`src/rtl/irq_arb.sv`:
```
module irq_arb #(
  parameter int N_SRC = 8,
  parameter int REG_W = 4,
  localparam int N_REG = (N_SRC + REG_W - 1) / REG_W,
  localparam int AW    = (N_REG > 1) ? $clog2(N_REG) : 1,
  localparam int IDW   = $clog2(N_SRC + 1)
) (
  input  logic             clk,
  input  logic             rst_n,
  input  logic [N_SRC-1:0] req,
  input  logic [N_SRC-1:0] en,
  input  logic             nmi_in,
  input  logic             mask_i,
  input  logic             mask_ui,
  input  logic             ack,
  input  logic             cfg_we,
  input  logic [AW-1:0]    cfg_addr,
  input  logic [REG_W-1:0] cfg_wdata,
  output logic             pend,
  output logic [IDW-1:0]   pend_id,
  output logic             next_i,
  output logic             next_ui
);
  localparam logic [IDW-1:0] NMI_ID = IDW'(N_SRC);

  logic [N_REG*REG_W-1:0] lvl_bank;
  logic [N_SRC-1:0]       lvl;
  logic                   nmi_d, nmi_lat;
  logic                   pend_q, hi_q;
  logic [IDW-1:0]         id_q;

  for (genvar r = 0; r < N_REG; r++) begin : g_bank
    always_ff @(posedge clk) begin
      if (!rst_n)
        lvl_bank[r*REG_W +: REG_W] <= '0;
      else if (cfg_we && cfg_addr == AW'(r))
        lvl_bank[r*REG_W +: REG_W] <= cfg_wdata;
    end
  end

  assign lvl = lvl_bank[N_SRC-1:0];

  wire [N_SRC-1:0] cand1 = req & en & lvl  & {N_SRC{~(mask_i & mask_ui)}};
  wire [N_SRC-1:0] cand0 = req & en & ~lvl & {N_SRC{~mask_i}};

  logic           win_any, win_hi;
  logic [IDW-1:0] win_id;

  always_comb begin
    win_any = 1'b0;
    win_hi  = 1'b0;
    win_id  = '0;
    for (int s = N_SRC - 1; s >= 0; s--)
      if (cand0[s]) begin
        win_any = 1'b1;
        win_id  = IDW'(s);
      end
    for (int s = N_SRC - 1; s >= 0; s--)
      if (cand1[s]) begin
        win_any = 1'b1;
        win_hi  = 1'b1;
        win_id  = IDW'(s);
      end
    if (nmi_lat) begin
      win_any = 1'b1;
      win_hi  = 1'b1;
      win_id  = NMI_ID;
    end
  end

  wire take = pend_q & ack;

  always_ff @(posedge clk) begin
    if (!rst_n) begin
      nmi_d   <= 1'b0;
      nmi_lat <= 1'b0;
    end else begin
      nmi_d   <= nmi_in;
      nmi_lat <= (nmi_in & ~nmi_d) | (nmi_lat & ~(take & (id_q == NMI_ID)));
    end
  end

  always_ff @(posedge clk) begin
    if (!rst_n) begin
      pend_q <= 1'b0;
      hi_q   <= 1'b0;
      id_q   <= '0;
    end else if (take) begin
      pend_q <= 1'b0;
    end else if (!pend_q && win_any) begin
      pend_q <= 1'b1;
      hi_q   <= win_hi;
      id_q   <= win_id;
    end
  end

  assign pend    = pend_q;
  assign pend_id = id_q;
  assign next_i  = pend_q | mask_i;
  assign next_ui = pend_q ? (hi_q | mask_ui) : mask_ui;
endmodule

```
`config.mk`:
```
export PLATFORM = sky130hd
export DESIGN_NAME = irq_arb
export DESIGN_NICKNAME = d
export VERILOG_FILES = /design/src/rtl/irq_arb.sv
export SDC_FILE = /design/constraint.sdc
export NUM_CORES = 1
export LEC_CHECK = 0
export ABC_AREA = 1
export BUFFER_PORTS_ARGS = -buffer_cell sky130_fd_sc_hd__buf_2
export CAP_MARGIN = 10
export CORE_ASPECT_RATIO = 1.2
export CORE_UTILIZATION = 40
export CTS_BUF_LIST = sky130_fd_sc_hd__clkbuf_4 sky130_fd_sc_hd__clkbuf_8
export DETAILED_ROUTE_END_ITERATION = 16
export HOLD_SLACK_MARGIN = 0.05
export PLACE_DENSITY = 0.67
export SKIP_CTS_REPAIR_TIMING = 1
export SLEW_MARGIN = 15
export SYNTH_ARGS = -nofsm -noshare
export SYNTH_HDL_FRONTEND = slang
export SYNTH_SLANG_ARGS = --single-unit
```
`constraint.sdc`:
```
create_clock -name clk -period 2.84 [get_ports clk]
set_input_delay 0.568 -clock clk [delete_from_list [all_inputs] [get_ports clk]]
set_output_delay 0.568 -clock clk [all_outputs]
set_load 0.02 [all_outputs]
```
==> impl_results.md <==
- CP required: 3.06 ns
- Post-synth top flop: dfxtp_1
- Rel. slew slack: 0.7380
- CTS tree: built
- Max-cap violations: 0
- Antenna violations before repair: 0
- Slew Viols, Final: 0
- Area delta synth->final: 25.77%
- 1st-pass router iterations: 4
- Layout net count: between 200 and 250
- Root Buffer: clkbuf_4
- # port buffers: 34
- Pleak: slightly above 0.6 nW
- Worst skew pair latency: about 0.28 ns
- Final RePlAce weighted congestion: just over 0.8
- CTS Buf Count: 3
- Achievable Freq: 0.6002 GHz
- Tmin final: 1.666 ns
- Final setup violation count: 0
- CP arrival: 1.88 ns
- Critical R2R Launch: lvl[5]
- Vias in the first global route: roughly 900
- Routed WL: around 2200 um
- Library cells used by synthesis: 25
- Number of flops mapped to enable cells by yosys: 0
- DR iter-0 viols: 13
- PwrDens: ~470 nW/um^2
- Avg Inst Size Synth: 6.429 sq um
- Global-route wire length before repair: 3505 um
- Syn Inst Count: approximately 150
- Hold Path Sink: nmi_lat
- Hold path startpoint: nmi_d
- Die height: 54.88 um
- Worst-path fanout max: 7
- DR vias/cell: around 4.8
- Post-DP HPWL: around 1900 um
- Post-route setup TNS: 0 ns
- Boundary pin count: 35
- Setup CP Type: input port to flip-flop
- Slowest-stage cell, CP: nor3_1
- Clock-pin slew on the worst setup and hold paths: 0.10 ns
- R2r endpoint: pend_id[1]
- Slew @ Worst Pin: 0.3900 ns
- Hold/Removal Path Class: flip-flop to flip-flop
- R2R depth: 8
- Seq/Total Area, Yosys: 0.3436
- Die footprint: 2528 sq um
- RSZ-0062 raised after global routing: no
- CP Capture Type: flip-flop
- CP dominant cell by count: nor3_1
- Post-Syn Area: 932.1 sq um
- CTS Sinks: 16
- Pin count of the biggest net entering global routing: 13
- GRT overflow: 0
- Reg2reg setup slack: 1.32 ns
- ANT cells: 0
- Syn Nets: 173
- Hold-critical path depth: 1
- Drt wl/cell: 10.19 um
- Crit path cell chain: buf_2 -> nand2_2 -> inv_4 -> nor3_1 -> nor4_2 -> nand3_2 -> nand2_4 -> nor3_1 -> nand2_1 -> a21oi_1
- Worst VDD drop: roughly 340 uV
- Core Region: 2117 sq um
- Async SR Flop Fraction: 0
- CTS H-tree lvls: 1
- Clock Tree Buf Depth: 2
- Worst Clk Skew: between 0.007 and 0.008 ns
- GRT Util Overall: 0.1944
- Vias: 1025
- Most common cell after layout, fill and taps aside: nand2_1
- Max incr delay on CP: approximately 0.31 ns
- Crit path launch type: input port
- Post-route ant nets: 0
- DRC: 0
- Status: finished clean
- Synth Register Bits: 16
- Most frequent cells in the layout: 41 x nand2_1, 34 x buf_2, 20 x inv_1, 16 x dfxtp_1, 14 x a21oi_1
- Synth warn: 0
- Final hold violation count: 0
- Total power: 0.0005508 W
- Initial Util: 0.4403
- Worst Setup SP: mask_ui
- Rows: 18
- Share of layout cells above drive strength 1: 0.2802
- Final period utilization: 0.5866
- Die Wd: between 40 and 50 um
cells in the mapped netlist (all sizes together) (2+ instances only):
cell | instances | area, sq um
dfxtp | 16 | 320.3
nand3 | 7 | 45.04
a21oi | 14 | 70.07
inv | 24 | 92.59
nand4 | 4 | 25.02
a31oi | 2 | 12.51
nor3 | 6 | 45.04
nand2 | 43 | 171.4
nor2 | 10 | 40.04
o21ai | 12 | 60.05
metal layers:
layer,GRT usage,vias to the layer above,share of wire
met2,0.3615,17,0.50
li1,-,548,-
met3,0.02970,2,0.025
met5,0,-,0
met4,0.04412,0,0.0060
met1,0.2286,458,0.46
worst max-delay path, delay by kind of cell:
family	cells	cell delay [ns]
buffers and inverters	2	0.18
and+or+nand+nor	7	0.99
AOI/OAI and AO/OA	1	0.13
where the power goes:
part	switching [W]	internal, W	leakage (nW)
logic	0.0000911	0.0000567	0.453
clock network	0.0000697	0.0000779	0.0210
registers	0.0000116	0.000244	0.132
worst max-delay path by stage:
stage / slack [ns] / cells after the start / to
floorplan: 1.19 / 9 / pend_id[0]
global placement: 0.86 / 10 / pend_id[0]
detailed placement: 0.88 / 10 / pend_id[1]
CTS: 1.18 / 10 / pend_id[1]
global route: 1.03 / 10 / pend_id[1]
finish: 1.17 / 10 / pend_id[1]
per-stage QoR:
step | std cells | worst slack [ns] | instance area (sq um) | hold WS [ns] | util
global placement | 208 | 0.8607 | 1136 | 0.4117 | 0.5366
finish | 212 | 1.174 | 1172 | 0.4314 | 0.5538
global route | 212 | 1.027 | 1172 | 0.4559 | 0.5538
floorplan | 145 | 1.188 | 932.1 | 0.4078 | -
detailed placement | 208 | 0.8759 | 1136 | 0.4230 | 0.5366
CTS | 212 | 1.177 | 1172 | 0.4375 | 0.5538
state kept, by name, summed over array words and instances (netlist names):
signal,cells
hi_q,1
lvl,8
nmi_d,1
nmi_lat,1
pend,1
pend_id,4
cell families (layout without fill, tap and decap cells):
kind of cell    after synthesis  in the layout  share of synthesized area
simple gates                 71             71                     0.3638
compound gates               32             32                     0.1852
buf+inv                      26             63                     0.1074
flops                        16             16                     0.3436
area by class of cell:
type	count	area (sq um)
fillers	229	944.7
multi-input cells	103	511.7
flip-flops and latches	16	320.3
repair buffers	34	170.2
inverters	25	96.34
well taps	30	37.54
clock buffers	4	36.28
Note: power is estimated with default switching activity, not from simulation.
